<file path="src/rtl/scan_tap_pkg.sv">
package scan_tap_pkg;

    localparam int IR_W = 3;
    localparam int ID_W = 32;

    localparam logic [IR_W-1:0] OP_EXTEST  = 3'b000;
    localparam logic [IR_W-1:0] OP_IDCODE  = 3'b001;
    localparam logic [IR_W-1:0] OP_SAMPLEZ = 3'b010;
    localparam logic [IR_W-1:0] OP_PRELOAD = 3'b100;
    localparam logic [IR_W-1:0] OP_BYPASS  = 3'b111;
    localparam logic [IR_W-1:0] IR_CAPTURE = 3'b001;

    typedef enum logic [3:0] {
        TS_RESET, TS_IDLE,
        TS_SEL_DR, TS_CAP_DR, TS_SH_DR, TS_EX1_DR, TS_PAU_DR, TS_EX2_DR, TS_UPD_DR,
        TS_SEL_IR, TS_CAP_IR, TS_SH_IR, TS_EX1_IR, TS_PAU_IR, TS_EX2_IR, TS_UPD_IR
    } tap_state_t;

    typedef enum logic [1:0] { SEL_BYP, SEL_ID, SEL_BSR } dr_sel_t;

    typedef struct packed {
        dr_sel_t sel;
        logic    ring_drive;
        logic    force_hiz;
    } ir_decode_t;

    function automatic tap_state_t tap_next(tap_state_t s, logic m);
        case (s)
            TS_RESET:  return m ? TS_RESET  : TS_IDLE;
            TS_IDLE:   return m ? TS_SEL_DR : TS_IDLE;
            TS_SEL_DR: return m ? TS_SEL_IR : TS_CAP_DR;
            TS_CAP_DR: return m ? TS_EX1_DR : TS_SH_DR;
            TS_SH_DR:  return m ? TS_EX1_DR : TS_SH_DR;
            TS_EX1_DR: return m ? TS_UPD_DR : TS_PAU_DR;
            TS_PAU_DR: return m ? TS_EX2_DR : TS_PAU_DR;
            TS_EX2_DR: return m ? TS_UPD_DR : TS_SH_DR;
            TS_UPD_DR: return m ? TS_SEL_DR : TS_IDLE;
            TS_SEL_IR: return m ? TS_RESET  : TS_CAP_IR;
            TS_CAP_IR: return m ? TS_EX1_IR : TS_SH_IR;
            TS_SH_IR:  return m ? TS_EX1_IR : TS_SH_IR;
            TS_EX1_IR: return m ? TS_UPD_IR : TS_PAU_IR;
            TS_PAU_IR: return m ? TS_EX2_IR : TS_PAU_IR;
            TS_EX2_IR: return m ? TS_UPD_IR : TS_SH_IR;
            TS_UPD_IR: return m ? TS_SEL_DR : TS_IDLE;
            default:   return TS_RESET;
        endcase
    endfunction

    function automatic ir_decode_t decode_ir(logic [IR_W-1:0] code);
        ir_decode_t d;
        d = '{sel: SEL_BYP, ring_drive: 1'b0, force_hiz: 1'b0};
        case (code)
            OP_EXTEST:  begin d.sel = SEL_BSR; d.ring_drive = 1'b1; end
            OP_SAMPLEZ: begin d.sel = SEL_BSR; d.force_hiz  = 1'b1; end
            OP_PRELOAD: d.sel = SEL_BSR;
            OP_IDCODE:  d.sel = SEL_ID;
            default:    d.sel = SEL_BYP;
        endcase
        return d;
    endfunction

    function automatic logic [ID_W-1:0] make_id(logic [2:0] rev, logic [16:0] part,
                                                logic [10:0] vendor);
        return {rev, part, vendor, 1'b1};
    endfunction

endpackage

</file>
<file path="src/rtl/scan_tap_fsm.sv">
module scan_tap_fsm
    import scan_tap_pkg::*;
(
    input  logic       tck,
    input  logic       rst,
    input  logic       tms,
    output tap_state_t state,
    output tap_state_t state_nxt
);

    always_comb state_nxt = tap_next(state, tms);

    always_ff @(posedge tck) begin
        if (rst) state <= TS_RESET;
        else     state <= state_nxt;
    end

    // run length of consecutive high mode samples, used by the check below
    logic [2:0] ones_run;
    always_ff @(posedge tck) begin
        if (rst)              ones_run <= '0;
        else if (!tms)        ones_run <= '0;
        else if (ones_run != 3'd7) ones_run <= ones_run + 3'd1;
    end

    p_five_ones_reset_r2: assert property (@(posedge tck) disable iff (rst)
        (tms && ones_run >= 3'd4) |=> (state == TS_RESET));

endmodule

</file>
<file path="src/rtl/scan_tap_ir.sv">
module scan_tap_ir
    import scan_tap_pkg::*;
(
    input  logic            tck,
    input  logic            rst,
    input  logic            tdi,
    input  tap_state_t      state,
    input  tap_state_t      state_nxt,
    output logic [IR_W-1:0] ir,
    output logic            ir_out_bit,
    output ir_decode_t      dec
);

    logic [IR_W-1:0] ir_sh;

    always_ff @(posedge tck) begin
        if (rst) begin
            ir_sh <= IR_CAPTURE;
        end else if (state == TS_CAP_IR) begin
            ir_sh <= IR_CAPTURE;
        end else if (state == TS_SH_IR) begin
            ir_sh <= {tdi, ir_sh[IR_W-1:1]};
        end
    end

    always_ff @(posedge tck) begin
        if (rst || state_nxt == TS_RESET) ir <= OP_IDCODE;
        else if (state == TS_UPD_IR)      ir <= ir_sh;
    end

    assign ir_out_bit = ir_sh[0];
    always_comb dec = decode_ir(ir);

    p_reset_idcode_r1: assert property (@(posedge tck) disable iff (rst)
        (state == TS_RESET) |-> (ir == OP_IDCODE));

    p_capture_pattern_r3: assert property (@(posedge tck) disable iff (rst)
        (state == TS_CAP_IR) |=> (ir_sh == IR_CAPTURE));

    p_ir_only_at_update_r3: assert property (@(posedge tck) disable iff (rst)
        (state != TS_UPD_IR && state_nxt != TS_RESET) |=> $stable(ir));

    p_modes_exclusive_r7: assert property (@(posedge tck) disable iff (rst)
        !(dec.ring_drive && dec.force_hiz));

endmodule

</file>
<file path="src/rtl/scan_tap_dr.sv">
module scan_tap_dr
    import scan_tap_pkg::*;
#(
    parameter int          BSR_LEN   = 107,
    parameter logic [2:0]  ID_REV    = 3'b000,
    parameter logic [16:0] ID_PART   = 17'h00A51,
    parameter logic [10:0] ID_VENDOR = 11'h034
) (
    input  logic               tck,
    input  logic               rst,
    input  logic               tdi,
    input  tap_state_t         state,
    input  dr_sel_t            sel,
    input  logic [BSR_LEN-1:0] cap_in,
    output logic [BSR_LEN-1:0] upd_out,
    output logic               dr_out_bit
);

    localparam logic [ID_W-1:0] ID_WORD = make_id(ID_REV, ID_PART, ID_VENDOR);

    logic               byp;
    logic [ID_W-1:0]    id_sh;
    logic [BSR_LEN-1:0] bsr_sh;

    wire cap_st = (state == TS_CAP_DR);
    wire sh_st  = (state == TS_SH_DR);

    always_ff @(posedge tck) begin
        if (rst) begin
            byp    <= 1'b0;
            id_sh  <= ID_WORD;
            bsr_sh <= '0;
        end else if (cap_st) begin
            byp   <= 1'b0;
            id_sh <= ID_WORD;
            if (sel == SEL_BSR) bsr_sh <= cap_in;
        end else if (sh_st) begin
            case (sel)
                SEL_ID:  id_sh  <= {tdi, id_sh[ID_W-1:1]};
                SEL_BSR: bsr_sh <= {tdi, bsr_sh[BSR_LEN-1:1]};
                default: byp    <= tdi;
            endcase
        end
    end

    always_ff @(posedge tck) begin
        if (rst)                                      upd_out <= '0;
        else if (state == TS_UPD_DR && sel == SEL_BSR) upd_out <= bsr_sh;
    end

    always_comb begin
        case (sel)
            SEL_ID:  dr_out_bit = id_sh[0];
            SEL_BSR: dr_out_bit = bsr_sh[0];
            default: dr_out_bit = byp;
        endcase
    end

    p_bypass_zero_r5: assert property (@(posedge tck) disable iff (rst)
        (state == TS_CAP_DR) |=> (byp == 1'b0));

    p_update_hold_r10: assert property (@(posedge tck) disable iff (rst)
        !(state == TS_UPD_DR && sel == SEL_BSR) |=> $stable(upd_out));

    p_id_lsb_one_r4: assert property (@(posedge tck) disable iff (rst)
        (state == TS_CAP_DR) |=> (id_sh[0] == 1'b1));

endmodule

</file>
<file path="src/rtl/scan_tap.sv">
module scan_tap
    import scan_tap_pkg::*;
#(
    parameter int          BSR_LEN   = 107,
    parameter logic [2:0]  ID_REV    = 3'b000,
    parameter logic [16:0] ID_PART   = 17'h00A51,
    parameter logic [10:0] ID_VENDOR = 11'h034
) (
    input  logic               tck,
    input  logic               rst,
    input  logic               tms,
    input  logic               tdi,
    output logic               tdo,
    output logic               tdo_oe,
    input  logic [BSR_LEN-1:0] bsr_capture_in,
    output logic [BSR_LEN-1:0] bsr_update_out,
    output logic               ring_drive,
    output logic               force_hiz
);

    tap_state_t      state, state_nxt;
    logic [IR_W-1:0] ir;
    logic            ir_bit, dr_bit;
    ir_decode_t      dec;

    scan_tap_fsm u_fsm (
        .tck(tck), .rst(rst), .tms(tms), .state(state), .state_nxt(state_nxt)
    );

    scan_tap_ir u_ir (
        .tck(tck), .rst(rst), .tdi(tdi), .state(state), .state_nxt(state_nxt),
        .ir(ir), .ir_out_bit(ir_bit), .dec(dec)
    );

    scan_tap_dr #(
        .BSR_LEN(BSR_LEN), .ID_REV(ID_REV), .ID_PART(ID_PART), .ID_VENDOR(ID_VENDOR)
    ) u_dr (
        .tck(tck), .rst(rst), .tdi(tdi), .state(state), .sel(dec.sel),
        .cap_in(bsr_capture_in), .upd_out(bsr_update_out), .dr_out_bit(dr_bit)
    );

    wire shifting = (state == TS_SH_IR) || (state == TS_SH_DR);

    // serial output retimed half a cycle after the shift edge
    always_ff @(negedge tck) begin
        if (rst) begin
            tdo    <= 1'b0;
            tdo_oe <= 1'b0;
        end else begin
            tdo    <= (state == TS_SH_IR) ? ir_bit : dr_bit;
            tdo_oe <= shifting;
        end
    end

    assign ring_drive = dec.ring_drive;
    assign force_hiz  = dec.force_hiz;

    p_oe_in_shift_r9: assert property (@(posedge tck) disable iff (rst)
        tdo_oe |-> shifting);

    p_extest_decode_r6: assert property (@(posedge tck) disable iff (rst)
        (ir == OP_EXTEST) |-> (ring_drive && dec.sel == SEL_BSR));

endmodule

</file>
<file path="config.mk">
export PLATFORM = sky130hd
export DESIGN_NAME = scan_tap
export DESIGN_NICKNAME = d
export VERILOG_FILES = /design/src/rtl/scan_tap_pkg.sv /design/src/rtl/scan_tap_fsm.sv /design/src/rtl/scan_tap_ir.sv /design/src/rtl/scan_tap_dr.sv /design/src/rtl/scan_tap.sv
export SDC_FILE = /design/constraint.sdc
export NUM_CORES = 1
export LEC_CHECK = 0
export ABC_CLOCK_PERIOD_IN_PS = 2900
export BUFFER_PORTS_ARGS = -buffer_cell sky130_fd_sc_hd__buf_4
export CORE_ASPECT_RATIO = 0.7
export CORE_UTILIZATION = 45
export DETAILED_ROUTE_END_ITERATION = 6
export GPL_ROUTABILITY_DRIVEN = 0
export HOLD_SLACK_MARGIN = 0.12
export PLACE_DENSITY = 0.68
export SLEW_MARGIN = 15
export SYNTH_ARGS = -nofsm -noshare
export SYNTH_HDL_FRONTEND = slang
export SYNTH_SLANG_ARGS = --single-unit
</file>
<file path="constraint.sdc">
create_clock -name tck -period 2.9 [get_ports tck]
set_clock_uncertainty 0.2 [all_clocks]
set_input_delay 0.435 -clock tck [delete_from_list [all_inputs] [get_ports tck]]
set_output_delay 0.435 -clock tck [all_outputs]
set_load 0.005 [all_outputs]
</file>
==> results.sh <==
export IMPL_yosysUniqueCellTypes=43
export IMPL_dieHeight_um=131.5
export IMPL_initial_core_util_pct=46.72
export IMPL_ys_ff_latch=259
export IMPL_cp_startpoint="tdo_oe"
export IMPL_h_tree_depth=1
export IMPL_synth_top_cell_by_area="dfxtp_1"
export IMPL_crit_chain="buf_6"
export IMPL_p_leak_nw=5.140
export IMPL_slew_viol_final=0
export IMPL_timing_rr_end="tdo"
export IMPL_p_int_mw=6.010
export IMPL_rr_worst_depth=6
export IMPL_place_port_buffers=221
export IMPL_arrival_ns=2.47
export IMPL_synthToLayoutAreaGrowth_pct=36.37
export IMPL_grt_max_degree=110
export IMPL_peakVddDrop_v=0.0004903
export IMPL_path_clk_slew_ns=0.06
export IMPL_multi_input_area_um2=5017
export IMPL_slew_headroom_pct=26.48
export IMPL_fin_setup_tns_ns=-0.5010
export IMPL_drt_wl_total_mm=32.21
export IMPL_power_frac_comb_pct=6.4
export IMPL_insertion_delay_ns=0.52
export IMPL_slowest_delay_ns=0.34
export IMPL_setup_violations_final=3
export IMPL_pin_count=222
export IMPL_ant_nets=0
export IMPL_track_usage_pct=25.02
export IMPL_overflow=0
export IMPL_die_area_um2=24590
export IMPL_switching_share_pct=21.82
export IMPL_num_rows=46
export IMPL_setup_slack_ns=-0.2034
export IMPL_crit_cells=1
export IMPL_drc=0
export IMPL_grt_pass1_vias=9549
export IMPL_wl_per_cell_um=17.90
export IMPL_yosys_top_cells_area="dfxtp_1 48%, mux2i_1 10%, nand3_1 6.6%, o21ai_0 6.4%, a21oi_1 6.3%"
export IMPL_synth_most_common_cell="dfxtp_1"
export IMPL_power_switching_mw=1.677
export IMPL_drv_cap=0
export IMPL_num_fill_cells=1896
export IMPL_drive_above_1_share_pct=23.35
export IMPL_timing_final_hold_violations=0
export IMPL_cts_sinks=259
export IMPL_ys_seq_area_share_pct=48.09
export IMPL_nets=1579
export IMPL_violations="negative setup slack"
export IMPL_avgSynthCellArea_um2=8.904
export IMPL_regToRegSetupSlack_ns=-0.10
export IMPL_post_drt_via_cell_ratio=5.625
export IMPL_crit_type="flip-flop to output pin"
export IMPL_synth_area_um2=10780
export IMPL_rsz0062_at_grt="true"
export IMPL_grt_pass1_wl_mm=51.23
export IMPL_seqCellArea_um2=5194
export IMPL_cp_num_buf_inv=1
export IMPL_crit_path_end="tdo_oe"
export IMPL_outcome="finished with violations"
export IMPL_cp_max_fo=1
export IMPL_hpwlAfterDp_mm=18.14
export IMPL_hp_class="flip-flop to flip-flop"
export IMPL_power_frac_clock_pct=47.2
export IMPL_ys_warn_count=0
export IMPL_r2r_start="u_ir.ir[1]"
export IMPL_path_delay_family="flip-flops"
export IMPL_cts_tree="yes"
export IMPL_synth_edf_count=0
export IMPL_powerDensity_nw_per_um2=522.8
export IMPL_root_buffer="clkbuf_16"
export IMPL_synth_cells=1211
export IMPL_p_total_mw=7.687
export IMPL_postCtsSetupBuffers=0
export IMPL_dieWidth_um=187.0
export IMPL_yosys_area_top_type_share_pct=48.09
export IMPL_cp_slowest_cell="dfxtp_2"
export IMPL_antenna_found_initial=1
export IMPL_synthArstFlopShare_pct=0
export IMPL_clk_path_buf_depth=3
export IMPL_cp_end_kind="output pin"
export IMPL_ys_flop_type="dfxtp_1"
export IMPL_start_kind="flip-flop"
export IMPL_seq_power_share_pct=46.5
export IMPL_synth_fp_nets=1324
export IMPL_critPathRequiredTime_ns=2.27
export IMPL_cts_buffers=26
export IMPL_drt_iter0_drc=905
export IMPL_firstDrtPassIters=5
export IMPL_core_um2=23080
export IMPL_worst_slew_pin_slew_ns=1.103
export IMPL_ys_top_cells_by_count="259 x dfxtp_1, 143 x nand3_1, 138 x o21ai_0"
export IMPL_worst_hold_slack_ns=0.2588
export IMPL_vias=10119
timing repair:
action	CTS	global route
hold buffers	110	0
pin swaps	1	2
hold endpoints to repair	114	0
gates resized for setup	6	6
setup endpoints to repair	3	3
layout by cell type, fill, tap and decap left out, types with 8 or more instances in the layout:
cell | synthesis | final
a21oi_1 | 135 | 134
buf_12 | 0 | 8
buf_4 | 6 | 237
clkbuf_16 | 0 | 28
dfxtp_1 | 259 | 254
dlygate4sd3_1 | 0 | 110
inv_1 | 13 | 11
mux2i_1 | 111 | 111
nand2_1 | 109 | 109
nand3_1 | 143 | 143
nand3b_1 | 10 | 10
nor2_1 | 8 | 8
o21ai_0 | 138 | 138
o22ai_1 | 77 | 77
o22ai_2 | 30 | 30
worst min path at each step:
stage                     slack [ns]  depth (start not counted)             end      startpoint
after floorplan                 0.24                          1   u_ir.ir_sh[0]   u_ir.ir_sh[0]
after global placement          0.25                          2  u_dr.id_sh[14]  u_dr.id_sh[15]
after detailed placement        0.25                          2  u_dr.id_sh[20]  u_dr.id_sh[21]
after CTS                       0.26                          2  u_dr.id_sh[20]  u_dr.id_sh[21]
after global routing            0.28                          2  u_dr.id_sh[26]  u_dr.id_sh[27]
final                           0.26                          2  u_dr.id_sh[26]  u_dr.id_sh[27]
sequential cells by signal (all words and copies together) (netlist names), 3 cells and up:
register and cells:
u_dr.id_sh 32, u_ir.ir 3, u_dr.bsr_sh 107, u_fsm.state 4, u_ir.ir_sh 3, u_dr.upd_out 107
power by group through the flow:
stage	Combinational (mW)	Clock (mW)	Sequential, mW
finish	0.490	3.62	3.57
floorplan	0.179	0.00648	3.65
CTS	0.480	3.69	3.57
global route	0.519	3.83	3.57
global placement	0.354	0.00648	3.65
detailed placement	0.356	0.00648	3.65
cell type report:
class | count | area share [%]
clock buffer | 35 | 5.352
clock inverter | 15 | 1.123
multi-input combinational | 806 | 34.12
antenna | 1 | 0.01702
tap | 312 | 2.655
timing repair buffer | 359 | 21.09
sequential | 259 | 35.32
inverter | 12 | 0.3148
routing by layer:
layer | up-vias | track usage, % | part of all wire, %
met4 | 0 | 4.554 | 1.5
met2 | 297 | 38.23 | 44
met3 | 39 | 4.407 | 5.7
li1 | 4880 | - | -
met5 | - | 0 | 0
met1 | 4903 | 36.88 | 49
cell families after synthesis:
logic type      synth area share [%]
compound gates                 22.15
simple gates                   13.08
flops                          48.09
buf+inv                        6.069
mux                            10.30
fa+ha+maj                     0.2320
xor+xnor                     0.08124
through the flow:
stage	std cells	utilization, %	worst slack (ns)	cell area (um^2)
6_report	1799	63.71	-0.2034	14700
5_1_grt	1799	63.71	-0.2349	14700
4_1_cts	1797	63.47	-0.2077	14650
3_5_place_dp	1638	54.52	-0.1887	12580
3_3_place_gp	1638	54.52	-0.1538	12580
2_1_floorplan	1211	-	-0.2214	10800
Note: power is estimated with default switching activity, not from simulation.
